--- src/rtl/pwr_mode_pkg.sv ---
package pwr_mode_pkg;

    typedef enum logic [2:0] {
        PM_RUN       = 3'd0,
        PM_IDLE      = 3'd1,
        PM_PDOWN     = 3'd2,
        PM_OSC_WAKE  = 3'd3,
        PM_WAKE_HOLD = 3'd4,
        PM_RST_GUARD = 3'd5
    } pm_state_e;

endpackage

--- src/rtl/pwr_mode_cnt.sv ---
module pwr_mode_cnt #(
    parameter int CNT_W = 16
) (
    input  logic             clk,
    input  logic             por_n,
    input  logic             load,
    input  logic [CNT_W-1:0] load_val,
    output logic             done
);

    logic [CNT_W-1:0] remain;

    // Loaded with length-1, so 'done' is seen in the last cycle of the span.
    always_ff @(posedge clk or negedge por_n) begin
        if (!por_n) begin
            remain <= '0;
        end else if (load) begin
            remain <= load_val;
        end else if (remain != '0) begin
            remain <= remain - 1'b1;
        end
    end

    assign done = (remain == '0);

    // A loaded count moves only downward until the next load.
    assert_count_down_R6: assert property (@(posedge clk) disable iff (!por_n)
        (!load && remain != '0) |=> (remain == $past(remain) - 1'b1));

endmodule

--- src/rtl/pwr_mode_regs.sv ---
module pwr_mode_regs #(
    parameter int CNT_W      = 16,
    parameter int SETTLE_DEF = 1024
) (
    input  logic             clk,
    input  logic             por_n,
    input  logic             hw_rst,
    input  logic             pof_wr,
    input  logic             pof_wdata,
    input  logic             settle_wr,
    input  logic [CNT_W-1:0] settle_wdata,
    output logic             pof,
    output logic [CNT_W-1:0] settle_len
);

    localparam logic [CNT_W-1:0] SETTLE_RST = CNT_W'(SETTLE_DEF);

    // Power-on flag: only the power-on reset sets it by hardware.
    always_ff @(posedge clk or negedge por_n) begin
        if (!por_n) begin
            pof <= 1'b1;
        end else if (pof_wr) begin
            pof <= pof_wdata;
        end
    end

    // Settle length behaves as a control register: warm reset restores it.
    always_ff @(posedge clk or negedge por_n) begin
        if (!por_n) begin
            settle_len <= SETTLE_RST;
        end else if (hw_rst) begin
            settle_len <= SETTLE_RST;
        end else if (settle_wr) begin
            settle_len <= settle_wdata;
        end
    end

    assert_pof_hold_R11: assert property (@(posedge clk) disable iff (!por_n)
        !pof_wr |=> (pof == $past(pof)));

    assert_settle_warm_R7: assert property (@(posedge clk) disable iff (!por_n)
        hw_rst |=> (settle_len == SETTLE_RST));

endmodule

--- src/rtl/pwr_mode_pins.sv ---
module pwr_mode_pins (
    input  logic in_idle,
    input  logic in_pd,
    input  logic prog_ext,
    output logic pin_hold,
    output logic ale_lvl,
    output logic psen_lvl,
    output logic p0_float,
    output logic p2_addr
);

    // Sleep pad table: strobes high in idle, low in power-down;
    // port 0 floats whenever the bus is off-chip; port 2 keeps its
    // address byte only in idle with off-chip program memory.
    always_comb begin
        pin_hold = in_idle | in_pd;
        ale_lvl  = in_idle;
        psen_lvl = in_idle;
        p0_float = prog_ext & (in_idle | in_pd);
        p2_addr  = prog_ext & in_idle;
    end

endmodule

--- src/rtl/pwr_mode_fsm.sv ---
module pwr_mode_fsm
    import pwr_mode_pkg::*;
#(
    parameter int CNT_W   = 16,
    parameter int MC_CLKS = 12
) (
    input  logic             clk,
    input  logic             por_n,
    input  logic             hw_rst,
    input  logic             idle_req,
    input  logic             pd_req,
    input  logic             irq_any,
    input  logic             wake_pend,
    input  logic             cnt_done,
    input  logic [CNT_W-1:0] settle_len,
    output logic             cnt_load,
    output logic [CNT_W-1:0] cnt_val,
    output logic             cpu_clk_en,
    output logic             periph_clk_en,
    output logic             osc_stop,
    output logic             ram_wr_inhibit,
    output logic             in_idle,
    output logic             in_pd
);

    localparam int               GUARD_LEN  = 2 * MC_CLKS;
    localparam logic [CNT_W-1:0] GUARD_LOAD = CNT_W'(GUARD_LEN - 1);

    pm_state_e state, nxt;

    always_ff @(posedge clk or negedge por_n) begin
        if (!por_n) begin
            state <= PM_RUN;
        end else begin
            state <= nxt;
        end
    end

    always_comb begin
        nxt = state;
        unique case (state)
            PM_RUN: begin
                if (hw_rst)        nxt = PM_RUN;
                else if (pd_req)   nxt = PM_PDOWN;
                else if (idle_req) nxt = PM_IDLE;
            end
            PM_IDLE: begin
                if (hw_rst)       nxt = PM_RST_GUARD;
                else if (irq_any) nxt = PM_RUN;
            end
            PM_PDOWN: begin
                if (hw_rst)         nxt = PM_RUN;
                else if (wake_pend) nxt = PM_OSC_WAKE;
            end
            PM_OSC_WAKE: begin
                if (hw_rst)        nxt = PM_RUN;
                else if (cnt_done) nxt = wake_pend ? PM_WAKE_HOLD : PM_RUN;
            end
            PM_WAKE_HOLD: begin
                if (hw_rst || !wake_pend) nxt = PM_RUN;
            end
            PM_RST_GUARD: begin
                if (cnt_done) nxt = PM_RUN;
            end
            default: nxt = PM_RUN;
        endcase
    end

    // One shared counter times both the oscillator settle and the guard.
    always_comb begin
        cnt_load = (nxt != state) &&
                   ((nxt == PM_OSC_WAKE) || (nxt == PM_RST_GUARD));
        if (nxt == PM_OSC_WAKE) begin
            cnt_val = (settle_len == '0) ? '0 : settle_len - 1'b1;
        end else begin
            cnt_val = GUARD_LOAD;
        end
    end

    always_comb begin
        cpu_clk_en     = 1'b0;
        periph_clk_en  = 1'b0;
        osc_stop       = 1'b0;
        ram_wr_inhibit = 1'b0;
        in_idle        = 1'b0;
        in_pd          = 1'b0;
        unique case (state)
            PM_RUN: begin
                cpu_clk_en    = 1'b1;
                periph_clk_en = 1'b1;
            end
            PM_IDLE: begin
                periph_clk_en = 1'b1;
                in_idle       = 1'b1;
            end
            PM_PDOWN: begin
                osc_stop = 1'b1;
                in_pd    = 1'b1;
            end
            PM_OSC_WAKE, PM_WAKE_HOLD: begin
                in_pd = 1'b1;
            end
            PM_RST_GUARD: begin
                cpu_clk_en     = 1'b1;
                periph_clk_en  = 1'b1;
                ram_wr_inhibit = 1'b1;
            end
            default: begin
                cpu_clk_en    = 1'b1;
                periph_clk_en = 1'b1;
            end
        endcase
    end

    assert_pd_priority_R2: assert property (@(posedge clk) disable iff (!por_n)
        (state == PM_RUN && pd_req && !hw_rst) |=> (state == PM_PDOWN));

    assert_idle_entry_R3: assert property (@(posedge clk) disable iff (!por_n)
        (state == PM_RUN && idle_req && !pd_req && !hw_rst) |=> (state == PM_IDLE));

    assert_idle_exit_R4: assert property (@(posedge clk) disable iff (!por_n)
        (state == PM_IDLE && irq_any && !hw_rst) |=> (state == PM_RUN));

    assert_pd_sticky_R5: assert property (@(posedge clk) disable iff (!por_n)
        (state == PM_PDOWN && !wake_pend && !hw_rst) |=> (state == PM_PDOWN));

    assert_wake_gated_R6: assert property (@(posedge clk) disable iff (!por_n)
        (state == PM_OSC_WAKE && !cnt_done && !hw_rst) |=> (state == PM_OSC_WAKE));

    assert_warm_exit_R7: assert property (@(posedge clk) disable iff (!por_n)
        (state == PM_PDOWN && hw_rst) |=> (state == PM_RUN));

    assert_guard_entry_R8: assert property (@(posedge clk) disable iff (!por_n)
        (state == PM_IDLE && hw_rst) |=> (state == PM_RST_GUARD && ram_wr_inhibit));

    assert_guard_holds_R12: assert property (@(posedge clk) disable iff (!por_n)
        (state == PM_RST_GUARD && !cnt_done) |=> (state == PM_RST_GUARD));

endmodule

--- src/rtl/pwr_mode_ctrl.sv ---
module pwr_mode_ctrl #(
    parameter int NUM_EXT    = 2,
    parameter int CNT_W      = 16,
    parameter int SETTLE_DEF = 1024,
    parameter int MC_CLKS    = 12
) (
    input  logic               clk,
    input  logic               por_n,
    input  logic               hw_rst,
    input  logic               idle_req,
    input  logic               pd_req,
    input  logic               irq_any,
    input  logic [NUM_EXT-1:0] ext_int_n,
    input  logic [NUM_EXT-1:0] ext_int_en,
    input  logic [NUM_EXT-1:0] ext_int_lvl,
    input  logic               prog_ext,
    input  logic               pof_wr,
    input  logic               pof_wdata,
    input  logic               settle_wr,
    input  logic [CNT_W-1:0]   settle_wdata,
    output logic               cpu_clk_en,
    output logic               periph_clk_en,
    output logic               osc_stop,
    output logic               pin_hold,
    output logic               ale_lvl,
    output logic               psen_lvl,
    output logic               p0_float,
    output logic               p2_addr,
    output logic               ram_wr_inhibit,
    output logic               pof
);

    logic [NUM_EXT-1:0] wake_bit;
    logic               wake_pend;
    logic               cnt_load, cnt_done;
    logic [CNT_W-1:0]   cnt_val, settle_len;
    logic               in_idle, in_pd;

    // Only enabled, level-configured pins held low may wake from power-down.
    for (genvar g = 0; g < NUM_EXT; g++) begin : g_wake
        assign wake_bit[g] = ext_int_en[g] & ext_int_lvl[g] & ~ext_int_n[g];
    end
    assign wake_pend = |wake_bit;

    pwr_mode_regs #(
        .CNT_W      (CNT_W),
        .SETTLE_DEF (SETTLE_DEF)
    ) u_regs (
        .clk          (clk),
        .por_n        (por_n),
        .hw_rst       (hw_rst),
        .pof_wr       (pof_wr),
        .pof_wdata    (pof_wdata),
        .settle_wr    (settle_wr),
        .settle_wdata (settle_wdata),
        .pof          (pof),
        .settle_len   (settle_len)
    );

    pwr_mode_cnt #(
        .CNT_W (CNT_W)
    ) u_cnt (
        .clk      (clk),
        .por_n    (por_n),
        .load     (cnt_load),
        .load_val (cnt_val),
        .done     (cnt_done)
    );

    pwr_mode_fsm #(
        .CNT_W   (CNT_W),
        .MC_CLKS (MC_CLKS)
    ) u_fsm (
        .clk            (clk),
        .por_n          (por_n),
        .hw_rst         (hw_rst),
        .idle_req       (idle_req),
        .pd_req         (pd_req),
        .irq_any        (irq_any),
        .wake_pend      (wake_pend),
        .cnt_done       (cnt_done),
        .settle_len     (settle_len),
        .cnt_load       (cnt_load),
        .cnt_val        (cnt_val),
        .cpu_clk_en     (cpu_clk_en),
        .periph_clk_en  (periph_clk_en),
        .osc_stop       (osc_stop),
        .ram_wr_inhibit (ram_wr_inhibit),
        .in_idle        (in_idle),
        .in_pd          (in_pd)
    );

    pwr_mode_pins u_pins (
        .in_idle  (in_idle),
        .in_pd    (in_pd),
        .prog_ext (prog_ext),
        .pin_hold (pin_hold),
        .ale_lvl  (ale_lvl),
        .psen_lvl (psen_lvl),
        .p0_float (p0_float),
        .p2_addr  (p2_addr)
    );

    assert_cpu_off_pd_R5: assert property (@(posedge clk) disable iff (!por_n)
        osc_stop |-> (!cpu_clk_en && !periph_clk_en && pin_hold && !ale_lvl));

    assert_pads_sleep_R9: assert property (@(posedge clk) disable iff (!por_n)
        cpu_clk_en |-> (!pin_hold && !p0_float && !p2_addr));

    assert_p2_idle_R10: assert property (@(posedge clk) disable iff (!por_n)
        p2_addr |-> (periph_clk_en && !cpu_clk_en && prog_ext));

endmodule

--- config.mk ---
export PLATFORM = sky130hd
export DESIGN_NAME = pwr_mode_ctrl
export DESIGN_NICKNAME = d
export VERILOG_FILES = /design/src/rtl/pwr_mode_pkg.sv /design/src/rtl/pwr_mode_cnt.sv /design/src/rtl/pwr_mode_regs.sv /design/src/rtl/pwr_mode_pins.sv /design/src/rtl/pwr_mode_fsm.sv /design/src/rtl/pwr_mode_ctrl.sv
export SDC_FILE = /design/constraint.sdc
export NUM_CORES = 1
export LEC_CHECK = 0
export BUFFER_PORTS_ARGS = -buffer_cell sky130_fd_sc_hd__buf_2
export CAP_MARGIN = 25
export CORE_MARGIN = 2
export CORE_UTILIZATION = 55
export DETAILED_ROUTE_END_ITERATION = 10
export GPL_TIMING_DRIVEN = 0
export PLACE_DENSITY_LB_ADDON = 0.15
export SLEW_MARGIN = 20
export SYNTH_ARGS = -nofsm -noshare
export SYNTH_HDL_FRONTEND = slang
export SYNTH_SLANG_ARGS = --single-unit
--- constraint.sdc ---
create_clock -name clk -period 4.99 [get_ports clk]
set_clock_uncertainty 0.15 [all_clocks]
set_input_delay 0.7485 -clock clk [delete_from_list [all_inputs] [get_ports clk]]
set_output_delay 0.7485 -clock clk [all_outputs]
set_load 0.03 [all_outputs]
# Word level (Yosys, flattened, before mapping)
# Index checks and enable logic that the tools add are counted.
[classes]
reduce_logical = 13
n_bitwise = 9
addsub = 2
eq_ne = 8
n_mux = 25
[ops]
columns = ["cell", "n"]
rows = [
  ["$mux W16", 6],
  ["$mux W3", 12],
  ["$logic_not A16 Y1", 2],
  ["$sub A16 B1 Y16 const B", 2],
  ["$pmux W3 S6", 1],
  ["$reduce_bool A16 Y1", 1],
  ["$eq A3 B2 Y1 const B", 3],
  ["$eq A3 B3 Y1 const B", 3],
  ["$and A1 B1 Y1", 6],
  ["$mux W1", 6],
  ["$reduce_bool A2 Y1", 2],
  ["$reduce_or A4 Y1", 1],
  ["$eq A3 B1 Y1 const B", 1],
  ["$logic_not A3 Y1", 1],
  ["$ne A3 B3 Y1", 1],
  ["$reduce_or A3 Y1", 1],
  ["$logic_or A1 B1 Y1", 2],
  ["$not A1 Y1", 2],
  ["$reduce_or A2 Y1", 1],
  ["$logic_and A1 B1 Y1", 1],
  ["$logic_not A1 Y1", 1],
  ["$or A1 B1 Y1", 1],
]
[totals]
inputBits = 32
reg_bits = 36
output_inout_bits = 10

# Logic depth before layout (Yosys ltp)
[depth]
word_depth = 11
mapped_depth = 8

# Modules after synthesis
# A second synthesis with hierarchy kept.
[unflattened]
cells_unflattened = 272
hier_area_um2 = 2469.9
[by_module_without_submodules]
columns = ["module", "cells_per_inst", "instances", "area_per_inst_um2", "seq_area_each_um2"]
rows = [
  ["pwr_mode_cnt", 104, 1, 1006.0, 400.4],
  ["pwr_mode_fsm", 106, 1, 708.2, 75.1],
  ["pwr_mode_regs", 54, 1, 700.7, 427.9],
  ["pwr_mode_pins", 5, 1, 35.0, 0.0],
  ["pwr_mode_ctrl", 3, 1, 20.0, 0.0],
]

# Worst setup path before layout
# Ideal clock, no wire load.
[synth_path]
path_kind = "register to register"
startpoint = "register u_fsm.state[2]"
endpoint = "register u_cnt.remain[15]"
path_buffers = 2
path_stages_with_launch = 8
setup_time_ns = 0.073
slack_ns = 2.265
arrival_ns = 2.501
required_time_ns = 4.767
path_cell_list = "dfrtp_1 > clkbuf_1 > nor3b_1 > o21ai_0 > nor2b_1 > clkbuf_1 > o21ai_0 > a21oi_2"
[synth_via]
elab_chain_len = 8
elab_cells_between_ends = 26
[synth_rtl]
columns = ["item", "line", "text"]
rows = [
  ["from (decl)", "pwr_mode_fsm.sv:29", "pm_state_e state, nxt;"],
  ["from (signal assigned)", "pwr_mode_fsm.sv:35", "state <= nxt;"],
  ["$mux W3", "pwr_mode_fsm.sv:45", "else if (idle_req) nxt = PM_IDLE;"],
  ["$mux W3", "pwr_mode_fsm.sv:44", "else if (pd_req) nxt = PM_PDOWN;"],
  ["$mux W3", "pwr_mode_fsm.sv:43", "if (hw_rst) nxt = PM_RUN;"],
  ["$pmux W3 S6", "pwr_mode_fsm.sv:41", "unique case (state)"],
  ["$eq A3 B2 Y1 or $eq A3 B3 Y1 (tied branches)", "pwr_mode_fsm.sv:72, pwr_mode_fsm.sv:73", ""],
  ["$logic_or A1 B1 Y1", "pwr_mode_fsm.sv:72", "((nxt == PM_OSC_WAKE) || (nxt == PM_RST_GUARD));"],
  ["$logic_and A1 B1 Y1", "pwr_mode_fsm.sv:71", "cnt_load = (nxt != state) &&"],
  ["$mux W16 or $reduce_bool A2 Y1 (tied branches)", "-", ""],
  ["to (signal assigned)", "pwr_mode_cnt.sv:18", "remain <= load_val;"],
  ["to (signal assigned)", "pwr_mode_cnt.sv:20", "remain <= remain - 1'b1;"],
  ["to (decl)", "pwr_mode_cnt.sv:11", "logic [CNT_W-1:0] remain;"],
]
# Several ways; a longest one is shown, not always the timed one.
# A chain may end at the register's enable or synchronous reset.

# Final worst setup path
[layout_path]
startpoint = "register u_cnt.remain[0]"
endpoint = "register u_cnt.remain[1]"
[layout_via]
elab_chain_len = 8
elab_cells_between_ends = 16
[layout_rtl]
columns = ["item", "line", "text"]
rows = [
  ["$logic_not A16 Y1", "pwr_mode_cnt.sv:24", "assign done = (remain == '0);"],
  ["$mux W3", "pwr_mode_fsm.sv:57", "else if (cnt_done) nxt = wake_pend ? PM_WAKE_HOLD : PM_RUN;"],
  ["$mux W3", "pwr_mode_fsm.sv:56", "if (hw_rst) nxt = PM_RUN;"],
  ["$pmux W3 S6", "pwr_mode_fsm.sv:41", ""],
  ["$eq A3 B2 Y1 or $eq A3 B3 Y1 (tied branches)", "pwr_mode_fsm.sv:72, pwr_mode_fsm.sv:73", ""],
  ["$logic_or A1 B1 Y1", "pwr_mode_fsm.sv:72", ""],
  ["$logic_and A1 B1 Y1", "pwr_mode_fsm.sv:71", ""],
  ["$mux W16 or $reduce_bool A2 Y1 (tied branches)", "-", ""],
]
# Several ways; a longest one is shown, not always the timed one. The select of a mux whose other input is x is not followed.

==> flow_summary.ini <==
[sta]
layout_min_cycle_time_ns = 2.49
grt_setup_unrepaired = false
max-slew-margin-rel_pct = 47.7
hold_ws_ns = 0.386
tns_ns = 0
timing.final.crit_share_pct = 49.9
hold_viol_final = 0
tightest_slew_ns = 0.784
maxSlewViolCount = 0
setup_viol = 0
final.setup.worst_slack_ns = 2.50
max_freq_ghz = 0.401

[global_routing]
grtUsageTotal_pct = 22.1
grt_first_pass_wirelength_um = 7520
antenna_found_initial = 0
overflow = 0
grt_pass1_vias = 1625
grt_max_degree = 37

[min_path]
min_path_type = in -> async

[drt]
drc = 0
finalWirelength_um = 4600
vias = 1889
drt_pass1_iterations = 4
drtIter0Drc = 107
ant_nets = 0
vias_per_cell = 5.46
wl_per_cell_um = 13.3

[synth]
synth_edf_count = 0
synthTopCellsByCount = nor2_1 (40), dfrtp_1 (34), mux2i_1 (15), xnor2_1 (15), a21oi_1 (14)
ys_seq_area_share_pct = 40.1
synthTopCellsByArea = dfrtp_1 (38%), mux2i_1 (6.7%), nor2_1 (6.7%), xnor2_1 (5.8%), a21oi_1 (3.1%)
syn_avg_cell_area_um2 = 9.08
yosysTopAreaCell = dfrtp_1
synth_area_um2 = 2250
yosysMostFrequentCell = nor2_1
async_flop_share_pct = 100
synth_top_cell_area_share_pct = 37.8
synth_cell_types = 47
yosysWarnings = 0
synthCells = 248
ys_ff_latch = 36
syn-num-nets = 283
ys.flop_type = dfrtp_1

[worst_setup_path]
critPathKind = reg -> reg
path_max_fanout = 10
required_ns = 5.05
reg2reg_to = u_cnt.remain[1]
worstSetupStartpointType = register
reg2regPathDepth = 7
end_kind = register
r2r-start = u_cnt.remain[0]
cp.arrival_ns = 2.56
rrSetupSlack_ns = 2.50

[final_layout]
ff_latch_area_um2 = 903
multiInputGateArea_um2 = 1270
final_core_util_pct = 65.6
n_antenna_cell = 0
fin_nets = 330
drive_above_1_share_pct = 19.9
area_delta_synth_final_pct = 15.7
fill_cells = 356

[power_and_ir_drop]
ir_drop_mv = 0.229
power_switching_uw = 457
p_leak_uw = 0.00119
p_sw_share_pct = 40.0
p_clk_share_pct = 18.4
p_int_uw = 686
power_density_nw_per_um2 = 438
pwr-share-comb_pct = 43.8
pwr-share-seq_pct = 37.8
finalPower_uw = 1140

[die]
core_um2 = 3970
io_pins = 42
start_util_pct = 56.7
dieWidth_um = 68.0
die_height_um = 68.0
std_cell_rows = 23
die_area_um2 = 4620

[cts]
cts_buffer_depth = 2
postCtsResizedCells = 0
cts_root_buf = clkbuf_8
cts_made_buffers = 5
cts.sinks = 36
post_cts_buffers = 0
cts_tree = done
clk_latency_ns = 0.29
h-tree-depth = 2
clkTransAtPathRegs_ns = 0.07
cts_hold_buf = 0

[flow_run]
cap_violations = 0

[placement]
dp_hpwl_um = 3530
dp_slack_ns = 2.33
gp_congestion = 0.783
portBuffers = 40

[run_status]
outcome = completed
## per-layer routing
metal / wire [µm] / global-route usage (%)
met5: 0 / 0
met4: 50 / 8.25
met3: 187 / 4.93
met2: 2220 / 34.6
met1: 2150 / 29.9
## power by group through the flow
stage	Combinational (µW)	Clock, µW	Sequential [µW]
finish	500	210	432
CTS	503	215	431
global placement	490	0	433
global route	562	228	443
floorplan	397	0	421
detailed placement	500	0	436
## cells in the final DEF (no fill, tap or decap), types with 2 or more instances in the layout
master,count
inv_1,8
dfstp_2,2
o22a_1,3
clkbuf_8,6
a21oi_1,14
dfrtp_1,34
nand4_1,4
buf_2,42
a2bb2oi_1,7
clkbuf_1,11
nand3_1,7
or3_1,6
nor4bb_1,2
nor2b_1,6
nor3_1,7
nor3b_1,3
mux2i_1,15
nand2_1,8
nand3b_1,3
nor4_1,6
o31ai_1,3
o21a_1,3
xnor2_1,15
nor2_1,40
nand2b_1,2
xor2_1,8
nand4b_1,2
or2_2,2
ha_1,3
o21ai_0,6
## kinds of logic (layout without fill, tap and decap cells)
| family | Yosys count | after routing | share of synthesized area (%) |
|---|---|---|---|
| mux | 16 | 16 | 7.17 |
| simple gates | 105 | 105 | 24.7 |
| buf+inv | 20 | 68 | 3.61 |
| flops | 36 | 36 | 40.1 |
| fa+ha+maj | 3 | 3 | 1.67 |
| xor+xnor | 23 | 23 | 8.94 |
| compound gates | 45 | 45 | 13.8 |
## registers in the layout, indices dropped and copies added (netlist names)
signal             flops
u_cnt.remain          16
u_regs.settle_len     16
u_fsm.state            3
u_regs.pof             1
## stage by stage
step	area, µm²	cells
finish	2610	346
global route	2610	346
CTS	2610	346
detailed placement	2510	338
global placement	2510	338
floorplan	2250	248
## area by class of cell
cell class | instances | area share [%]
Tap cell | 50 | 2.40
Inverter | 8 | 1.15
Clock buffer | 8 | 3.46
Buffer | 12 | 1.97
Timing Repair Buffer | 40 | 7.68
Multi-Input combinational cell | 192 | 48.7
Sequential cell | 36 | 34.7
## worst max path at each step
stage	start	end	cells past startpoint
finish	u_cnt.remain[0]	u_cnt.remain[1]	7
global placement	hw_rst	u_cnt.remain[1]	7
floorplan	u_fsm.state[2]	u_cnt.remain[15]	7
global route	u_cnt.remain[0]	u_cnt.remain[1]	7
CTS	u_cnt.remain[0]	u_cnt.remain[1]	7
detailed placement	hw_rst	u_cnt.remain[1]	7
## critical path: stages, from the launching register on
cell,delay (ns)
dfrtp_1,0.39
inv_1,0.09
ha_1,0.20
nor4b_2,0.43
nand2_1,0.16
or3_1,0.44
nor2_2,0.39
o2bb2ai_1,0.16
(Power assumes the default switching activity.)
